--- src/rtl/ptg_pkg.sv ---
`timescale 1ns/1ps
package ptg_pkg;
  localparam int unsigned WORD_W = 40;
  localparam int unsigned LFSR_W = 15;
  localparam logic [WORD_W-1:0] FIXED_WORD = 40'hF0F0F0F0F0;

  typedef enum logic [1:0] {
    PAT_PRBS7  = 2'b00,
    PAT_PRBS15 = 2'b01,
    PAT_COUNT  = 2'b10,
    PAT_FIXED  = 2'b11
  } pat_e;

  // Next WORD_W sequence bits from state s, earliest bit in the MSB.
  function automatic logic [WORD_W-1:0] prbs_word(input logic [LFSR_W-1:0] s,
                                                  input logic long_mode);
    logic [LFSR_W-1:0] st;
    logic fb;
    logic [WORD_W-1:0] w;
    st = s;
    w  = '0;
    for (int i = 0; i < int'(WORD_W); i++) begin
      fb = long_mode ? (st[14] ^ st[13]) : (st[6] ^ st[5]);
      st = {st[LFSR_W-2:0], fb};
      w[WORD_W-1-i] = fb;
    end
    return w;
  endfunction

  // Register contents after a word: its newest bits, masked to the order.
  function automatic logic [LFSR_W-1:0] prbs_state(input logic [WORD_W-1:0] w,
                                                   input logic long_mode);
    return long_mode ? w[LFSR_W-1:0] : {{(LFSR_W-7){1'b0}}, w[6:0]};
  endfunction
endpackage

--- src/rtl/ptg_gen.sv ---
`timescale 1ns/1ps
module ptg_gen import ptg_pkg::*; #(
  parameter logic [LFSR_W-1:0] SEED = '1
) (
  input  logic              clk,
  input  logic              rst_n,
  input  logic [1:0]        sel,
  input  logic              inject,
  input  logic              tx_ready,
  output logic [WORD_W-1:0] tx_data,
  output logic              tx_valid
);
  logic [1:0]        sel_q;
  logic [LFSR_W-1:0] lfsr_q;
  logic [WORD_W-1:0] cnt_q;
  logic              run_q;
  logic              inj_q;
  logic              pend_q;
  logic [WORD_W-1:0] raw_w;
  logic              change;
  logic              hs;
  logic              long_mode;

  assign long_mode = (sel_q == PAT_PRBS15);
  assign change    = (sel != sel_q);

  always_comb begin
    case (sel_q)
      PAT_PRBS7,
      PAT_PRBS15: raw_w = prbs_word(lfsr_q, long_mode);
      PAT_COUNT:  raw_w = cnt_q;
      default:    raw_w = FIXED_WORD;
    endcase
  end

  assign tx_valid = run_q & ~change;
  assign tx_data  = raw_w ^ {{(WORD_W-1){1'b0}}, pend_q};
  assign hs       = tx_valid & tx_ready;

  always_ff @(posedge clk or negedge rst_n) begin
    if (!rst_n) begin
      sel_q  <= PAT_PRBS7;
      lfsr_q <= SEED;
      cnt_q  <= '0;
      run_q  <= 1'b0;
      inj_q  <= 1'b0;
      pend_q <= 1'b0;
    end else begin
      run_q  <= 1'b1;
      inj_q  <= inject;
      pend_q <= (pend_q & ~hs) | (inject & ~inj_q);
      if (change) begin
        sel_q  <= sel;
        lfsr_q <= SEED;
        cnt_q  <= '0;
      end else if (hs) begin
        lfsr_q <= prbs_state(raw_w, long_mode);
        cnt_q  <= cnt_q + 1'b1;
      end
    end
  end
endmodule

--- src/rtl/ptg_chk.sv ---
`timescale 1ns/1ps
module ptg_chk import ptg_pkg::*; #(
  parameter int unsigned ERR_W  = 16,
  parameter int unsigned SYNC_N = 4,
  parameter int unsigned LOSS_N = 4
) (
  input  logic              clk,
  input  logic              rst_n,
  input  logic [1:0]        sel,
  input  logic [WORD_W-1:0] rx_data,
  input  logic              rx_valid,
  output logic              rx_sync,
  output logic [ERR_W-1:0]  err_count
);
  localparam int unsigned NB = $clog2(WORD_W + 1);
  localparam int unsigned CW = $clog2((SYNC_N > LOSS_N ? SYNC_N : LOSS_N) + 1);

  logic [1:0]        sel_q;
  logic [LFSR_W-1:0] ref_q;
  logic              lock_q;
  logic [CW-1:0]     good_q;
  logic [CW-1:0]     bad_q;
  logic [ERR_W-1:0]  err_q;
  logic              long_mode;
  logic              prbs_mode;
  logic [WORD_W-1:0] exp_w;
  logic [NB-1:0]     nerr;
  logic [ERR_W:0]    sum;
  logic [ERR_W-1:0]  err_sat;

  assign long_mode = (sel_q == PAT_PRBS15);
  assign prbs_mode = ~sel_q[1];
  assign exp_w     = prbs_word(ref_q, long_mode);
  assign nerr      = NB'($countones(exp_w ^ rx_data));
  assign sum       = {1'b0, err_q} + (ERR_W+1)'(nerr);
  assign err_sat   = sum[ERR_W] ? '1 : sum[ERR_W-1:0];

  always_ff @(posedge clk or negedge rst_n) begin
    if (!rst_n) begin
      sel_q  <= PAT_PRBS7;
      ref_q  <= '0;
      lock_q <= 1'b0;
      good_q <= '0;
      bad_q  <= '0;
      err_q  <= '0;
    end else if (sel != sel_q) begin
      sel_q  <= sel;
      ref_q  <= '0;
      lock_q <= 1'b0;
      good_q <= '0;
      bad_q  <= '0;
      err_q  <= '0;
    end else if (!prbs_mode) begin
      lock_q <= 1'b0;
      good_q <= '0;
      bad_q  <= '0;
    end else if (rx_valid) begin
      if (!lock_q) begin
        ref_q <= prbs_state(rx_data, long_mode);
        if (nerr == '0) begin
          if (good_q == CW'(SYNC_N - 1)) begin
            lock_q <= 1'b1;
            good_q <= '0;
            bad_q  <= '0;
          end else begin
            good_q <= good_q + 1'b1;
          end
        end else begin
          good_q <= '0;
        end
      end else begin
        ref_q <= prbs_state(exp_w, long_mode);
        err_q <= err_sat;
        if (nerr != '0) begin
          if (bad_q == CW'(LOSS_N - 1)) begin
            lock_q <= 1'b0;
            bad_q  <= '0;
            good_q <= '0;
          end else begin
            bad_q <= bad_q + 1'b1;
          end
        end else begin
          bad_q <= '0;
        end
      end
    end
  end

  assign rx_sync   = lock_q;
  assign err_count = err_q;
endmodule

--- src/rtl/ptg_top.sv ---
`timescale 1ns/1ps
module ptg_top import ptg_pkg::*; #(
  parameter int unsigned       ERR_W  = 16,
  parameter int unsigned       SYNC_N = 4,
  parameter int unsigned       LOSS_N = 4,
  parameter logic [LFSR_W-1:0] SEED   = '1
) (
  input  logic              clk,
  input  logic              rst_n,
  input  logic [1:0]        pat_sel,
  input  logic              inject,
  output logic [WORD_W-1:0] tx_data,
  output logic              tx_valid,
  input  logic              tx_ready,
  input  logic [WORD_W-1:0] rx_data,
  input  logic              rx_valid,
  output logic              rx_ready,
  output logic              rx_sync,
  output logic [ERR_W-1:0]  err_count
);
  logic rdy_q;

  always_ff @(posedge clk or negedge rst_n) begin
    if (!rst_n) rdy_q <= 1'b0;
    else        rdy_q <= 1'b1;
  end
  assign rx_ready = rdy_q & rst_n;

  ptg_gen #(.SEED(SEED)) u_gen (
    .clk      (clk),
    .rst_n    (rst_n),
    .sel      (pat_sel),
    .inject   (inject),
    .tx_ready (tx_ready),
    .tx_data  (tx_data),
    .tx_valid (tx_valid)
  );

  ptg_chk #(.ERR_W(ERR_W), .SYNC_N(SYNC_N), .LOSS_N(LOSS_N)) u_chk (
    .clk       (clk),
    .rst_n     (rst_n),
    .sel       (pat_sel),
    .rx_data   (rx_data),
    .rx_valid  (rx_valid & rx_ready),
    .rx_sync   (rx_sync),
    .err_count (err_count)
  );
endmodule

--- config.mk ---
export PLATFORM = sky130hd
export DESIGN_NAME = ptg_top
export DESIGN_NICKNAME = d
export VERILOG_FILES = /design/src/rtl/ptg_pkg.sv /design/src/rtl/ptg_gen.sv /design/src/rtl/ptg_chk.sv /design/src/rtl/ptg_top.sv
export SDC_FILE = /design/constraint.sdc
export NUM_CORES = 1
export LEC_CHECK = 0
export BUFFER_PORTS_ARGS = -buffer_cell sky130_fd_sc_hd__buf_4
export CELL_PAD_IN_SITES_DETAIL_PLACEMENT = 2
export CELL_PAD_IN_SITES_GLOBAL_PLACEMENT = 2
export CORE_MARGIN = 2
export CORE_UTILIZATION = 38
export CTS_BUF_LIST = sky130_fd_sc_hd__clkbuf_8
export DETAILED_ROUTE_END_ITERATION = 16
export PLACE_DENSITY = 0.87
export SLEW_MARGIN = 0
export SYNTH_ARGS = -nofsm -noshare
export SYNTH_HDL_FRONTEND = slang
export SYNTH_SLANG_ARGS = --single-unit
--- constraint.sdc ---
create_clock -name clk -period 10.8 [get_ports clk]
set_input_delay 0.54 -clock clk [delete_from_list [all_inputs] [get_ports clk]]
set_output_delay 0.54 -clock clk [all_outputs]
set_load 0.03 [all_outputs]
==> results of run 1 <==
-- where the power goes --
group / leakage, nW / total (mW) / switching [mW] / internal, mW
clock network: 0.0964 / 0.261 / 0.166 / 0.0946
logic: 3.49 / 2.78 / 1.73 / 1.06
registers: 1.33 / 0.397 / 0.0147 / 0.382
total: 4.92 / 3.44 / 1.91 / 1.53
-- registers in the layout, indices dropped and copies added, names as in the netlist --
signal	flops
u_chk.good_q	3
u_gen.run_q	1
u_gen.inj_q	1
u_chk.err_count	16
u_chk.bad_q	3
u_chk.ref_q	15
u_gen.pend_q	1
u_gen.lfsr_q	15
u_chk.rx_sync	1
u_gen.cnt_q	40
u_gen.sel_q	2
u_chk.sel_q	2
-- layer usage --
layer | global-route usage [%] | wire (µm)
met1 | 34.9 | 15100
met2 | 50.5 | 19100
met3 | 3.06 | 1260
met4 | 8.73 | 1000
met5 | 0 | 0
-- how the worst max path moves through the flow --
stage	startpoint	cells after the start	slack, ps	endpoint
after floorplan	u_chk.sel_q[1]	31	3100	u_chk.err_count[13]
after global placement	u_chk.sel_q[1]	28	2050	u_chk.err_count[5]
after detailed placement	u_chk.sel_q[1]	28	1350	u_chk.err_count[5]
after CTS	u_chk.sel_q[1]	28	1270	u_chk.err_count[5]
after global routing	u_chk.sel_q[1]	28	780	u_chk.err_count[2]
final	u_chk.sel_q[1]	28	1210	u_chk.err_count[5]
-- stage by stage --
stage                     instances  setup slack (ps)  total power, mW  hold slack (ps)  cell area [µm²]
after CTS                      1501              1270             3.44              123            10900
after global placement         1485              2050             2.75              469            10700
after floorplan                1115              3100             2.27              244             9750
after global routing           1501               783             3.75              139            10900
after detailed placement       1485              1350             3.14              490            10700
final                          1501              1210             3.44              119            10900
-- final cells by class --
type,instances,area [µm²]
clock buffer,10,138
tap,330,413
sequential,100,2520
clock inverter,6,55.1
multi-input combinational,865,6620
fill,2814,14300
inverter,73,274
timing repair buffer,117,878
-- logic make-up (layout without fill, tap and decap cells) --
group           after synthesis  in the layout  synth area share [%]
simple gates                314            314                  16.4
compound gates              226            226                  14.4
xor+xnor                    222            222                  22.0
buf+inv                     150            206                  6.27
flops                       100            100                  25.9
fa+ha+maj                    73             73                  12.1
mux                          29             29                  3.02
other cells                   1              1                0.0385
-- synthesized netlist by cell type, types with 10 or more instances --
cell type and count:
buf_2 11, buf_1 12, mux2i_1 26, nand4_1 19, nor2_1 82, a31oi_1 10, nand2_1 102, ha_1 38
inv_1 73, xor2_1 87, nor3_1 11, dfstp_2 15, fa_1 35, clkbuf_1 45, xnor2_1 118, dfrtp_1 85
nand3_1 28, o21ai_1 11, a21oi_1 59, o211ai_1 11, o21ai_0 62
-- cells in the final DEF (no fill, tap or decap), types with 10 or more instances in the layout --
master    count
nand2_1     102
clkbuf_8     10
a21oi_1      59
nor2_1       82
o211ai_1     11
dfrtp_1      85
o21ai_1      11
buf_4       117
mux2i_1      26
nand3_1      28
nor3_1       11
nand4_1      19
dfstp_2      15
fa_1         35
ha_1         38
xor2_1       87
xnor2_1     118
inv_1        73
o21ai_0      62
a31oi_1      10
-- worst register-to-register path: cells and delay by family, from the launching register on --
family / cells / cell delay (ps)
multiplexers: 1 / 300
AO/OA/AOI/OAI: 4 / 790
AND/OR/NAND/NOR: 5 / 2070
flip-flops: 1 / 530
buffers and inverters: 4 / 230
adder cells (fa/ha/maj): 10 / 4290
XOR/XNOR: 4 / 1320
==> out/qor.csv, run 1 <==
metric,value,unit
CTS tree,yes,
most area-hungry cell type in the Yosys netlist,dfrtp_1,
Worst R2R End,u_chk.err_count[5],
clk root buf,clkbuf_8,
row count,58,
Post-synth EDFFs,0,
Reg2Reg Launch Point,u_chk.sel_q[1],
R2R setup slack,1210,ps
global-route wire length before repair,57400,µm
Final Setup Violations,0,
gr ovfl total,0,
die width,164,µm
core area,25200,µm²
fin util,43.3,%
clk_skew,18.3,ps
WP buf/inv,4,
Leak,4.92,nW
WL final,36400,µm
period utilisation layout,88.8,%
PostCTS Resize Cnt,0,
Worst Path Arrival,9910,ps
syn avg cell area,8.74,µm²
Final Wtd Congestion,0.851,
"CTS clk-pin slew, worst paths",120,ps
sequential share of the synthesized area,25.9,%
crit path kind,reg -> reg,
number of global-route vias before repair,9696,
run status,completed,
Main synth FF type,dfrtp_1,
I/O Pins,106,
Final Hold Vio Count,0,
First DRT Iteration DRCs,589,
Max Freq,104,MHz
worst-skew pair later-pin latency,410,ps
n_diodes,0,
Hold Path Class,in -> async,
Crit. End Element,register,
PD cells,316,nW/µm²
routed vias/inst,5.77,
CTS Hold Bufs,0,
die footprint,26900,µm²
top cell type's share of synthesized area,21.8,%
Critical Path Most Common Cell,fa_1,
Crit path max-delay family,adder cells,
Clock Sinks,100,
Synth Register Bits,100,
1st-pass router iterations,5,
GRT Util Overall,28.0,%
worst-path cell with the longest stage delay,nand2b_1,
post-DP HPWL,28400,µm
Starting Density,38.7,%
drt drc,0,
RSZ-0062 raised after global routing,false,
synth-to-layout area growth,11.8,%
max incr delay on CP,820,ps
WL/cell,24.3,µm
largest net degree at the start of global routing,66,
initial antenna violation count,0,
fin. max-slew vios,0,
Antenna Nets Post-Route,0,
Area contributors post-synth,"dfrtp_1, xnor2_1, xor2_1",
post-CTS setup buffer count,0,
vias after detailed routing,8664,
CP Max Fanout,24,
PortBufs,105,
asr flop ratio synth,100,%
Num CTS Buffers,9,
share of layout cells above drive strength 1,15.6,%
CP Launch Type,register,
Mapped Cells,1115,
H-tree depth,3,
relative slew slack,27.6,%
Mapped Nets,1235,
Clock Tree Buf Depth,2,
setup_tns,0,ps
Synth Cell Area,9750,µm²
MaxCap Viol Count,0,
Unique masters post-synth,78,
Tmin final,9590,ps
Worst Path Required,11120,ps
R2R cell count,28,
Slew @ Worst Pin,1080,ps
fin nets,1286,
Die H,164,µm
Peak VDD IR,1.02,mV
synth warn,0,
Note: power is estimated with default switching activity, not from simulation.
==> inputs of run 2 (changes only) <==
--- a/config.mk
+++ b/config.mk
@@ -12,8 +12,10 @@
 export CORE_UTILIZATION = 38
 export CTS_BUF_LIST = sky130_fd_sc_hd__clkbuf_8
 export DETAILED_ROUTE_END_ITERATION = 16
-export PLACE_DENSITY = 0.87
+export GPL_TIMING_DRIVEN = 0
+export PLACE_DENSITY = 0.88
 export SLEW_MARGIN = 0
 export SYNTH_ARGS = -nofsm -noshare
 export SYNTH_HDL_FRONTEND = slang
+export SYNTH_HIERARCHICAL = 1
 export SYNTH_SLANG_ARGS = --single-unit
==> out/qor.csv, run 2 <==
metric,value,unit,change
Post-synth top cells,"xnor2_1, nand2_1, xor2_1, dfrtp_1, nor2_1",,unchanged
clk_skew,15.0,ps,was 18.3 ps
n_diodes,0,,unchanged
Tmin final,9820,ps,was 9590 ps
Worst Hold End,u_gen/inj_q,,
top cell type's share of synthesized area,23.4,%,was 21.8%
final total power,3.23,mW,was 3.44 mW
max reg flops,40,,unchanged
WL final,36900,µm,was 36400 µm
die width,160,µm,was 164 µm
most area-hungry cell type in the Yosys netlist,dfrtp_1,,unchanged
First DRT Iteration DRCs,661,,was 589
Clock Sinks,101,,was 100
RSZ-0062 raised after global routing,false,,unchanged
most frequent cells in the layout,"xnor2_1, buf_4, nand2_1",,unchanged
asr flop ratio synth,100,%,unchanged
Main synth FF type,dfrtp_1,,unchanged
Die H,160,µm,was 164 µm
Worst R2R End,u_chk/err_count[11],,was u_chk.err_count[5]
number of global-route vias before repair,9440,,was 9696
R2R setup slack,980,ps,was 1210 ps
Antenna Nets Post-Route,0,,unchanged
sequential share of the synthesized area,27.7,%,was 25.9%
setup_tns,0,ps,unchanged
Unique masters post-synth,73,,was 78
initial antenna violation count,0,,unchanged
Slew @ Worst Pin,1070,ps,was 1080 ps
crit path kind,reg -> reg,,unchanged
H-tree depth,3,,unchanged
synth warn,6,,was 0
largest net degree at the start of global routing,104,,was 66
share of layout cells above drive strength 1,16.2,%,was 15.6%
Area contributors post-synth,"dfrtp_1, xnor2_1, xor2_1",,unchanged
routed vias/inst,5.68,,was 5.77
synth-to-layout area growth,15.4,%,was 11.8%
CP Max Fanout,10,,was 24
period utilisation layout,90.9,%,was 88.8%
Mapped Nets,1141,,was 1235
Synth Register Bits,101,,was 100
core area,23600,µm²,was 25200 µm²
Worst Hold Depth,1,,
R2R cell count,29,,was 28
Critical Path Most Common Cell,fa_1,,unchanged
post-DP HPWL,28300,µm,was 28400 µm
worst-path cell with the longest stage delay,xor2_1,,was nand2b_1
WL/cell,24.9,µm,was 24.3 µm
Reg2Reg Launch Point,u_chk/ref_q[4],,was u_chk.sel_q[1]
die footprint,25500,µm²,was 26900 µm²
Final Wtd Congestion,0.948,,was 0.851
Mapped Cells,1042,,was 1115
Peak VDD IR,1.04,mV,was 1.02 mV
Storage cell area,2550,µm²,was 2520 µm²
Clock Tree Buf Depth,2,,unchanged
Leak,4.54,nW,was 4.92 nW
I/O Pins,106,,unchanged
Final Hold Vio Count,0,,unchanged
Crit. End Element,register,,unchanged
clk root buf,clkbuf_8,,unchanged
Synth Cell Area,9190,µm²,was 9750 µm²
most frequent cell after synthesis,xnor2_1,,unchanged
1st-pass router iterations,5,,unchanged
Hold Path Class,in -> reg,,was in -> async
largest register by flop count,u_gen/cnt_q,,was u_gen.cnt_q
drt drc,0,,unchanged
Starting Density,38.9,%,was 38.7%
syn avg cell area,8.82,µm²,was 8.74 µm²
worst-skew pair later-pin latency,400,ps,was 410 ps
"CTS clk-pin slew, worst paths",110,ps,was 120 ps
Worst Path Required,11070,ps,was 11120 ps
PostCTS Resize Cnt,0,,unchanged
relative slew slack,28.0,%,was 27.6%
fin. max-slew vios,0,,unchanged
Final Setup Violations,0,,unchanged
Worst Path Arrival,10090,ps,was 9910 ps
CP Launch Type,register,,unchanged
Num CTS Buffers,9,,unchanged
hold path start,inject,,
max incr delay on CP,760,ps,was 820 ps
CTS tree,yes,,unchanged
Max Freq,102,MHz,was 104 MHz
run status,completed,,unchanged
Post-Place Cell Area,10400,µm²,was 10700 µm²
post-route cell area,10600,µm²,was 10900 µm²
fill count,2624,,was 2814
GRT Util Overall,29.0,%,was 28.0%
global-route wire length before repair,57000,µm,was 57400 µm
PortBufs,105,,unchanged
vias after detailed routing,8417,,was 8664
multi-input combinational cell area,6190,µm²,was 6620 µm²
MaxCap Viol Count,0,,unchanged
row count,56,,was 58
gr ovfl total,0,,unchanged
fin nets,1259,,was 1286
PD cells,304,nW/µm²,was 316 nW/µm²
Post-synth EDFFs,0,,unchanged
"commonest non-fill, non-tap cell in the layout",xnor2_1,,unchanged
post-CTS setup buffer count,0,,unchanged
==> run 2: metrics by stage <==
step           std cells  setup WS [ps]  util (%)  hold slack, ps
2_1_floorplan       1042           2820         -             244
3_3_place_gp        1466           1660      44.0             423
3_5_place_dp        1466           1110      44.0             433
4_1_cts             1481           1050      44.8             248
5_1_grt             1483            513      44.9             240
6_report            1483            980      44.9             254
==> run 2: cells by family (layout without fill, tap and decap cells) <==
| kind of cell | count (synthesis) | after routing | share of synthesized area, % |
|---|---|---|---|
| other | 2 | 2 | 0.0817 |
| XOR/XNOR | 235 | 235 | 23.7 |
| AND/OR/NAND/NOR | 305 | 305 | 15.7 |
| flip-flops | 101 | 101 | 27.7 |
| adder cells (fa/ha/maj) | 52 | 52 | 9.69 |
| buffers and inverters | 109 | 231 | 5.01 |
| multiplexers | 37 | 37 | 4.50 |
| AO/OA/AOI/OAI | 201 | 201 | 13.6 |
==> run 2: critical path, delay by kind of cell, from the launching register on <==
kind / cells / cell delay, ps
xor+xnor: 5 / 1540
fa+ha+maj: 9 / 4290
simple gates: 3 / 1140
buf+inv: 6 / 640
flops: 1 / 350
compound gates: 6 / 1700
==> run 2: layout make-up <==
class / count / area share [%]
buffer: 68 / 2.89
multi-input combinational: 832 / 58.3
sequential: 101 / 24.0
tap: 319 / 3.76
inverter: 41 / 1.45
clock buffer: 9 / 1.17
timing repair buffer: 107 / 7.82
clock inverter: 6 / 0.601
==> run 2: worst max-delay path by stage <==
stage	from	endpoint	slack [ps]	cells past startpoint
5_1_grt	u_chk/ref_q[4]	u_chk/err_count[11]	510	29
3_5_place_dp	u_chk/ref_q[4]	u_chk/err_count[13]	1110	29
4_1_cts	u_chk/ref_q[4]	u_chk/err_count[11]	1050	29
6_report	u_chk/ref_q[4]	u_chk/err_count[11]	980	29
2_1_floorplan	u_chk/sel_q[1]	u_chk/err_count[11]	2820	29
3_3_place_gp	u_chk/ref_q[4]	u_chk/err_count[11]	1660	29
==> run 2: routing by layer <==
layer	GRT usage, %	share of wire (%)
met2	50.7	51
met3	4.61	4.3
met4	10.2	3.1
met1	36.2	42
met5	0	0
==> run 2: repair_timing <==
item / CTS / global route
hold buffers: 0 / 1
setup endpoints to repair: 0 / 0
endpoints found under the hold margin: 0 / 4
==> run 2: power by group <==
part / internal [mW] / switching (mW)
clock network: 0.106 / 0.149
registers: 0.388 / 0.00694
logic: 1.09 / 1.49
